## src/rtl/wbs_pkg.sv

```systemverilog
package wbs_pkg;

    // Outcome of one request lane in the current cycle.
    typedef enum logic [1:0] {
        LANE_IDLE   = 2'd0,
        LANE_GRANT  = 2'd1,
        LANE_REJECT = 2'd2
    } lane_res_e;

    // Bit width needed to index v items, never below one.
    function automatic int unsigned idx_bits(input int unsigned v);
        return (v < 2) ? 1 : $clog2(v);
    endfunction

endpackage

```

## src/rtl/wbs_search.sv

```systemverilog
// First-free slot search over the linear slot order, served lane by lane.
module wbs_search
    import wbs_pkg::*;
#(
    parameter int LANES = 3,
    parameter int CAP   = 8,
    parameter int IDX_W = 3
) (
    input  logic [CAP-1:0]         occ_lin,
    input  logic [LANES-1:0]       req_valid,
    output lane_res_e              lane_res [LANES],
    output logic [LANES*IDX_W-1:0] lane_idx
);

    logic [CAP-1:0] taken;
    logic           found;
    int             pick;

    always_comb begin
        taken    = occ_lin;
        lane_idx = '0;
        found    = 1'b0;
        pick     = 0;
        for (int l = 0; l < LANES; l++) begin
            lane_res[l] = LANE_IDLE;
            found       = 1'b0;
            pick        = 0;
            // Cursor restarts at offset 0, port 0 for each lane.
            for (int s = 0; s < CAP; s++) begin
                if (!found && !taken[s]) begin
                    found = 1'b1;
                    pick  = s;
                end
            end
            if (req_valid[l]) begin
                if (found) begin
                    lane_res[l]                  = LANE_GRANT;
                    lane_idx[l*IDX_W +: IDX_W]   = IDX_W'(pick);
                    taken[pick]                  = 1'b1;
                end else begin
                    lane_res[l] = LANE_REJECT;
                end
            end
        end
    end

endmodule

```

## src/rtl/wbs_ring.sv

```systemverilog
// Ring of DEPTH rows x WIDTH ports; head row drained and cleared each clock.
module wbs_ring
    import wbs_pkg::*;
#(
    parameter int WIDTH = 2,
    parameter int DEPTH = 4,
    parameter int TAG_W = 8,
    localparam int CAP   = WIDTH * DEPTH,
    localparam int ROW_W = idx_bits(DEPTH)
) (
    input  logic                   clk,
    input  logic                   rst_n,
    input  logic [CAP-1:0]         wr_en_lin,
    input  logic [CAP*TAG_W-1:0]   wr_tag_lin,
    output logic [CAP-1:0]         occ_lin,
    output logic [WIDTH-1:0]       head_vld,
    output logic [WIDTH*TAG_W-1:0] head_tag
);

    logic [WIDTH-1:0] vld_q [DEPTH];
    logic [TAG_W-1:0] tag_q [DEPTH][WIDTH];
    logic [ROW_W-1:0] head_q;
    logic [ROW_W-1:0] row_map [DEPTH];
    int               sum;

    // Offset k maps to the row that is head k+1 clocks from now.
    always_comb begin
        sum = 0;
        for (int k = 0; k < DEPTH; k++) begin
            sum = int'(head_q) + 1 + k;
            if (sum >= DEPTH) sum = sum - DEPTH;
            row_map[k] = ROW_W'(sum);
        end
    end

    // Occupancy in linear order; the farthest offset is the row being drained.
    always_comb begin
        occ_lin = '0;
        for (int k = 0; k < DEPTH - 1; k++) begin
            for (int p = 0; p < WIDTH; p++) begin
                occ_lin[k*WIDTH + p] = vld_q[row_map[k]][p];
            end
        end
    end

    always_comb begin
        head_vld = vld_q[head_q];
        head_tag = '0;
        for (int p = 0; p < WIDTH; p++) begin
            head_tag[p*TAG_W +: TAG_W] = tag_q[head_q][p];
        end
    end

    always_ff @(posedge clk) begin
        if (!rst_n) begin
            head_q <= '0;
            for (int r = 0; r < DEPTH; r++) begin
                vld_q[r] <= '0;
                for (int p = 0; p < WIDTH; p++) tag_q[r][p] <= '0;
            end
        end else begin
            vld_q[head_q] <= '0;
            for (int k = 0; k < DEPTH; k++) begin
                for (int p = 0; p < WIDTH; p++) begin
                    if (wr_en_lin[k*WIDTH + p]) begin
                        vld_q[row_map[k]][p] <= 1'b1;
                        tag_q[row_map[k]][p] <= wr_tag_lin[(k*WIDTH + p)*TAG_W +: TAG_W];
                    end
                end
            end
            head_q <= (int'(head_q) == DEPTH - 1) ? '0 : head_q + 1'b1;
        end
    end

    // Stored rows stay prefix-filled.
    for (genvar r = 0; r < DEPTH; r++) begin : g_row_chk
        for (genvar p = 1; p < WIDTH; p++) begin : g_port_chk
            a_r6_row_prefix: assert property (@(posedge clk) disable iff (!rst_n)
                vld_q[r][p] |-> vld_q[r][p-1]);
        end
    end

    // A live slot is never written again before it drains.
    for (genvar k = 0; k < DEPTH - 1; k++) begin : g_ofs_chk
        for (genvar p = 0; p < WIDTH; p++) begin : g_wp_chk
            a_r7_no_overwrite: assert property (@(posedge clk) disable iff (!rst_n)
                wr_en_lin[k*WIDTH + p] |-> !vld_q[row_map[k]][p]);
        end
    end

endmodule

```

## src/rtl/wbs_drain.sv

```systemverilog
// Head-row presentation: port order, stop at the first empty port.
module wbs_drain #(
    parameter int WIDTH = 2,
    parameter int TAG_W = 8
) (
    input  logic [WIDTH-1:0]       row_vld,
    input  logic [WIDTH*TAG_W-1:0] row_tag,
    output logic [WIDTH-1:0]       drain_valid,
    output logic [WIDTH*TAG_W-1:0] drain_tag
);

    logic run;

    always_comb begin
        run         = 1'b1;
        drain_valid = '0;
        drain_tag   = '0;
        for (int p = 0; p < WIDTH; p++) begin
            run            = run & row_vld[p];
            drain_valid[p] = run;
            if (run) drain_tag[p*TAG_W +: TAG_W] = row_tag[p*TAG_W +: TAG_W];
        end
    end

endmodule

```

## src/rtl/wb_slot_alloc.sv

```systemverilog
module wb_slot_alloc
    import wbs_pkg::*;
#(
    parameter int WIDTH = 2,
    parameter int DEPTH = 4,
    parameter int LANES = 3,
    parameter int TAG_W = 8,
    localparam int CAP    = WIDTH * DEPTH,
    localparam int IDX_W  = idx_bits(CAP),
    localparam int OFS_W  = idx_bits(DEPTH),
    localparam int PORT_W = idx_bits(WIDTH)
) (
    input  logic                    clk,
    input  logic                    rst_n,
    input  logic [LANES-1:0]        req_valid,
    input  logic [LANES*TAG_W-1:0]  req_tag,
    output logic [LANES-1:0]        grant_ok,
    output logic [LANES*OFS_W-1:0]  grant_ofs,
    output logic [LANES*PORT_W-1:0] grant_port,
    output logic                    alloc_err,
    output logic [WIDTH-1:0]        drain_valid,
    output logic [WIDTH*TAG_W-1:0]  drain_tag
);

    logic [CAP-1:0]         occ_lin;
    logic [CAP-1:0]         wr_en_lin;
    logic [CAP*TAG_W-1:0]   wr_tag_lin;
    logic [WIDTH-1:0]       head_vld;
    logic [WIDTH*TAG_W-1:0] head_tag;
    lane_res_e              lane_res [LANES];
    logic [LANES*IDX_W-1:0] lane_idx;
    int                     pick;

    wbs_search #(.LANES(LANES), .CAP(CAP), .IDX_W(IDX_W)) u_search (
        .occ_lin   (occ_lin),
        .req_valid (req_valid),
        .lane_res  (lane_res),
        .lane_idx  (lane_idx)
    );

    always_comb begin
        grant_ok   = '0;
        grant_ofs  = '0;
        grant_port = '0;
        alloc_err  = 1'b0;
        wr_en_lin  = '0;
        wr_tag_lin = '0;
        pick       = 0;
        for (int l = 0; l < LANES; l++) begin
            pick = int'(lane_idx[l*IDX_W +: IDX_W]);
            unique case (lane_res[l])
                LANE_GRANT: begin
                    grant_ok[l]                     = 1'b1;
                    grant_ofs[l*OFS_W +: OFS_W]     = OFS_W'(pick / WIDTH);
                    grant_port[l*PORT_W +: PORT_W]  = PORT_W'(pick % WIDTH);
                    wr_en_lin[pick]                 = 1'b1;
                    wr_tag_lin[pick*TAG_W +: TAG_W] = req_tag[l*TAG_W +: TAG_W];
                end
                LANE_REJECT: alloc_err = 1'b1;
                LANE_IDLE:   ;
            endcase
        end
    end

    wbs_ring #(.WIDTH(WIDTH), .DEPTH(DEPTH), .TAG_W(TAG_W)) u_ring (
        .clk        (clk),
        .rst_n      (rst_n),
        .wr_en_lin  (wr_en_lin),
        .wr_tag_lin (wr_tag_lin),
        .occ_lin    (occ_lin),
        .head_vld   (head_vld),
        .head_tag   (head_tag)
    );

    wbs_drain #(.WIDTH(WIDTH), .TAG_W(TAG_W)) u_drain (
        .row_vld     (head_vld),
        .row_tag     (head_tag),
        .drain_valid (drain_valid),
        .drain_tag   (drain_tag)
    );

    // Held slots plus new grants never exceed capacity.
    a_r5_capacity: assert property (@(posedge clk) disable iff (!rst_n)
        ($countones(occ_lin) + $countones(grant_ok)) <= CAP);

    for (genvar l = 0; l < LANES; l++) begin : g_lane_chk
        // A refused valid request raises the error flag.
        a_r5_reject_flag: assert property (@(posedge clk) disable iff (!rst_n)
            (req_valid[l] && !grant_ok[l]) |-> alloc_err);
        // An idle lane is never granted.
        a_r8_idle_lane: assert property (@(posedge clk) disable iff (!rst_n)
            !req_valid[l] |-> !grant_ok[l]);
        if (l > 0) begin : g_order
            // Lower lane gets the earlier slot.
            a_r4_lane_order: assert property (@(posedge clk) disable iff (!rst_n)
                (grant_ok[l] && grant_ok[l-1]) |->
                (int'(grant_ofs[l*OFS_W +: OFS_W]) * WIDTH + int'(grant_port[l*PORT_W +: PORT_W]) >
                 int'(grant_ofs[(l-1)*OFS_W +: OFS_W]) * WIDTH + int'(grant_port[(l-1)*PORT_W +: PORT_W])));
        end
    end

endmodule

```

## config.mk

```make
export PLATFORM = sky130hd
export DESIGN_NAME = wb_slot_alloc
export DESIGN_NICKNAME = d
export VERILOG_FILES = /design/src/rtl/wbs_pkg.sv /design/src/rtl/wbs_search.sv /design/src/rtl/wbs_ring.sv /design/src/rtl/wbs_drain.sv /design/src/rtl/wb_slot_alloc.sv
export SDC_FILE = /design/constraint.sdc
export NUM_CORES = 1
export LEC_CHECK = 0
export ABC_AREA = 1
export CORE_AREA = 2 2 152 154
export DETAILED_ROUTE_END_ITERATION = 7
export DIE_AREA = 0 0 154 156
export SYNTH_ARGS = -nofsm -noshare
export SYNTH_HDL_FRONTEND = slang
export SYNTH_SLANG_ARGS = --single-unit
```

## constraint.sdc

```tcl
create_clock -name clk -period 11.4 [get_ports clk]
set_input_delay 1.14 -clock clk [delete_from_list [all_inputs] [get_ports clk]]
set_output_delay 1.14 -clock clk [all_outputs]
set_load 0.005 [all_outputs]
```

==> impl_table.tex <==
\begin{tabular}{lr}
\hline
Metric & Value \\
\hline
\multicolumn{2}{l}{\textbf{Status}} \\
\quad Status & finished, final reports clean \\
\multicolumn{2}{l}{\textbf{Min path}} \\
\quad Min-delay worst type & reg -> reg \\
\multicolumn{2}{l}{\textbf{Drt}} \\
\quad Routed wire length per instance & 21.3 um \\
\quad Detailed-routing iteration count for the pre-antenna-repair pass & 6 \\
\quad Routed Wire Length & 37700 um \\
\quad Detailed router's first-iteration violation count & 1541 \\
\quad Routed via count divided by cell count & 5.90 \\
\quad Total via count after detailed routing & 10400 \\
\quad Antenna violation net count after detailed routing & 0 \\
\quad Remaining design rule violation count & 0 \\
\multicolumn{2}{l}{\textbf{Clock network}} \\
\quad Inserted Clock Buffers & 9 \\
\quad Buffers from clock root to sink, at most & 2 \\
\quad TritonCTS clock tree & built \\
\quad Clock latency at the later pin of the worst-skew pair & 330 ps \\
\quad Clk sinks & 74 \\
\quad Cell at the root of the clock tree & sky130\_fd\_sc\_hd\_\_clkbuf\_16 \\
\quad Buffer count from post-CTS setup fixing & 0 \\
\quad Number of H-tree levels & 3 \\
\quad Post-CTS clock slew at the launch and capture registers of the worst setup and hold paths & 60 ps \\
\quad Resized cells post-CTS & 0 \\
\quad Number of buffers added to fix hold violations after cts & 0 \\
\multicolumn{2}{l}{\textbf{Logic synthesis}} \\
\quad Register bit count reported by yosys & 74 \\
\quad Cell area after synthesis & 8810 um\^{}2 \\
\quad Net Count, Synth & 1506 \\
\quad Post-Syn Instances & 1462 \\
\quad Netlist cell types & 50 \\
\quad Share of synthesized registers carrying an async set or reset & 0\% \\
\quad Post-synthesis average cell area & 6.03 um\^{}2 \\
\quad Count of synthesis-stage warnings from yosys & 0 \\
\quad Sequential-to-total area share from yosys stat & 24.1\% \\
\quad Predominant post-synthesis flop cell & sky130\_fd\_sc\_hd\_\_edfxtp\_1 \\
\quad Count of flip-flops with a built-in enable after synthesis & 64 \\
\multicolumn{2}{l}{\textbf{Timing}} \\
\quad Endpoints failing setup & 0 \\
\quad Slew at the pin with the worst max-slew slack & 914 ps \\
\quad RSZ-0062 raised after global routing & false \\
\quad Worst slew margin & 38.6\% \\
\quad Final Skew & 8.91 ps \\
\quad Final critical-path required period & 6920 ps \\
\quad Final-layout worst hold slack & 490 ps \\
\quad Fin. Hold Viols & 0 \\
\quad Total Negative Setup Slacks & 0 ps \\
\quad Portion of the clock cycle consumed by the worst path in the final layout & 60.7\% \\
\quad Peak clock frequency supported by timing & 145 MHz \\
\quad Pins Over Slew Limit & 0 \\
\multicolumn{2}{l}{\textbf{Power}} \\
\quad Total power after layout & 1.60 mW \\
\quad Lkg Pwr & 4.45 nW \\
\quad Worst ir drop on vdd & 0.0936 mV \\
\quad Power density of the placed cells & 162 nW/um\^{}2 \\
\multicolumn{2}{l}{\textbf{Layout}} \\
\quad Layout overhead on the synthesized area & 11.5\% \\
\quad Share of the core filled with cells in the final layout & 43.9\% \\
\quad Share of layout cells above drive strength 1 & 7.88\% \\
\quad Post-layout instance area & 9830 um\^{}2 \\
\quad Number of diodes & 0 \\
\quad Count of filler cells inserted in the layout & 2434 \\
\quad Number of nets in the final layout & 1524 \\
\quad Commonest cells after routing, fill and taps aside & sky130\_fd\_sc\_hd\_\_nand2\_1 (415), sky130\_fd\_sc\_hd\_\_nand3\_1 (288), sky130\_fd\_sc\_hd\_\_nor2\_1 (149) \\
\quad Most frequent standard cell in the layout excluding fill and tap cells & sky130\_fd\_sc\_hd\_\_nand2\_1 \\
\multicolumn{2}{l}{\textbf{Placement}} \\
\quad Routability congestion estimate & 1.07 \\
\quad Placement-stage cell area & 9480 um\^{}2 \\
\quad Port Buffer Count & 59 \\
\quad Final HPWL DP & 29000 um \\
\multicolumn{2}{l}{\textbf{Global routing}} \\
\quad Wire length of the first global-routing pass & 57000 um \\
\quad Largest net degree at the start of global routing & 52 \\
\quad Overflow after GRT & 0 \\
\quad Initial antenna violation count & 0 \\
\quad Vias in the first global route & 9109 \\
\quad Total global routing track utilization & 31.2\% \\
\multicolumn{2}{l}{\textbf{Floorplanning}} \\
\quad Starting density of the core & 39.4\% \\
\quad Row count & 55 \\
\quad Die Footprint & 24000 um\^{}2 \\
\quad DIE HEIGHT & 156 um \\
\quad Area inside the core boundary & 22400 um\^{}2 \\
\quad Width of the chip & 154 um \\
\quad Top-level port count & 60 \\
\multicolumn{2}{l}{\textbf{Critical path}} \\
\quad Data arrival time at the worst-slack endpoint & 7000 ps \\
\quad WS Path Type & reg -> reg \\
\quad Crit path capture type & flop \\
\quad Element type at the critical path start & flop \\
\quad Required time at the worst-slack endpoint & 11490 ps \\
\quad Peak fanout along the critical path & 27 \\
\multicolumn{2}{l}{\textbf{Run}} \\
\quad Number of maximum-capacitance violations & 0 \\
\hline
\end{tabular}
synthesized netlist by cell type, types with 7 or more instances:
master | instances | area (um^2)
sky130_fd_sc_hd__o22ai_1 | 8 | 50.1
sky130_fd_sc_hd__nor2_2 | 12 | 75.1
sky130_fd_sc_hd__a21oi_1 | 39 | 195
sky130_fd_sc_hd__o21ai_1 | 28 | 140
sky130_fd_sc_hd__nor2_4 | 12 | 135
sky130_fd_sc_hd__inv_2 | 20 | 75.1
sky130_fd_sc_hd__nor2_1 | 149 | 559
sky130_fd_sc_hd__nand3_1 | 288 | 1440
sky130_fd_sc_hd__nand4_1 | 25 | 156
sky130_fd_sc_hd__nor3_1 | 11 | 55.1
sky130_fd_sc_hd__clkbuf_1 | 22 | 82.6
sky130_fd_sc_hd__buf_4 | 7 | 52.6
sky130_fd_sc_hd__nand2_2 | 14 | 87.6
sky130_fd_sc_hd__nand3_2 | 8 | 80.1
sky130_fd_sc_hd__ha_1 | 15 | 188
sky130_fd_sc_hd__dfxtp_1 | 10 | 200
sky130_fd_sc_hd__buf_2 | 20 | 100
sky130_fd_sc_hd__o211ai_1 | 14 | 105
sky130_fd_sc_hd__o21ai_0 | 97 | 485
sky130_fd_sc_hd__nand2_1 | 415 | 1560
sky130_fd_sc_hd__inv_1 | 118 | 443
sky130_fd_sc_hd__edfxtp_1 | 64 | 1920
kinds of logic (layout without fill, tap and decap cells):
family                     after synthesis  after routing  synth area share (%)
muxes                                    3              3                 0.568
DFF                                     74             74                  24.1
and+or+nand+nor                        962            962                  50.1
buffers and inverters                  197            220                  9.48
AOI/OAI and AO/OA                      211            211                  13.6
adders and majority gates               15             15                  2.13
flip-flops by register name, summed over array words and instances, names as in the netlist:
name,count
u_ring.vld_q,8
u_ring.tag_q,64
u_ring.head_q,2
worst max-delay path, cell delays in order, from the launching register on:
cell,delay [ps]
sky130_fd_sc_hd__dfxtp_1,300
sky130_fd_sc_hd__buf_4,310
sky130_fd_sc_hd__clkinv_1,700
sky130_fd_sc_hd__ha_1,580
sky130_fd_sc_hd__nor2_1,210
sky130_fd_sc_hd__nand3_1,100
sky130_fd_sc_hd__nand2_1,220
sky130_fd_sc_hd__nand2_1,150
sky130_fd_sc_hd__nor2_4,170
sky130_fd_sc_hd__nand2_2,160
sky130_fd_sc_hd__nand2_4,160
sky130_fd_sc_hd__nand3_4,100
sky130_fd_sc_hd__o211ai_1,260
sky130_fd_sc_hd__nand2_1,300
sky130_fd_sc_hd__ha_1,310
sky130_fd_sc_hd__ha_1,550
sky130_fd_sc_hd__inv_1,180
sky130_fd_sc_hd__nor2_1,320
sky130_fd_sc_hd__nand3_1,430
sky130_fd_sc_hd__o21ai_0,360
sky130_fd_sc_hd__nand2_1,80
sky130_fd_sc_hd__o21ai_1,300
sky130_fd_sc_hd__nor2_1,100
sky130_fd_sc_hd__nor2_1,100
sky130_fd_sc_hd__nand2_1,60
sky130_fd_sc_hd__nand3_1,70
sky130_fd_sc_hd__nand2_1,60
area by class of cell:
| type | count | area, um^2 | share of cell area [%] |
|---|---|---|---|
| clock buffers | 10 | 229 | 2.33 |
| clock inverters | 6 | 115 | 1.17 |
| inverters | 141 | 529 | 5.39 |
| multi-input cells | 1191 | 5860 | 59.6 |
| flip-flops and latches | 74 | 2120 | 21.6 |
| well taps | 285 | 357 | 3.63 |
| repair buffers | 63 | 621 | 6.31 |
metal layers:
metal,wire [um],track usage [%],vias to the layer above
met5,0,0,-
met2,15900,47.0,631
met3,3620,3.00,99
met1,16400,45.6,4755
li1,-,-,4954
met4,1730,12.6,0
final timing paths:
kind	from	end	slack, ps	cells past startpoint
worst max register to register	u_ring.head_q[1]	u_ring.tag_q[2][7]	4480	26
worst min-delay path	u_ring.vld_q[3][0]	u_ring.vld_q[3][0]	490	2
worst max-delay path	u_ring.head_q[1]	u_ring.tag_q[2][7]	4480	26
worst min register to register	u_ring.vld_q[3][0]	u_ring.vld_q[3][0]	490	2
stage by stage:
| step | worst slack (ps) | cells |
|---|---|---|
| 3_3_place_gp | 4700 | 1754 |
| 4_1_cts | 4650 | 1770 |
| 2_1_floorplan | 6620 | 1462 |
| 3_5_place_dp | 4670 | 1754 |
| 5_1_grt | 4020 | 1770 |
| 6_report | 4480 | 1770 |
report_power, final:
part           internal (mW)  switching (mW)
registers              0.345          0.0167
clock network          0.215           0.112
logic                  0.224           0.683
total                  0.784           0.812
(Power assumes the default switching activity.)
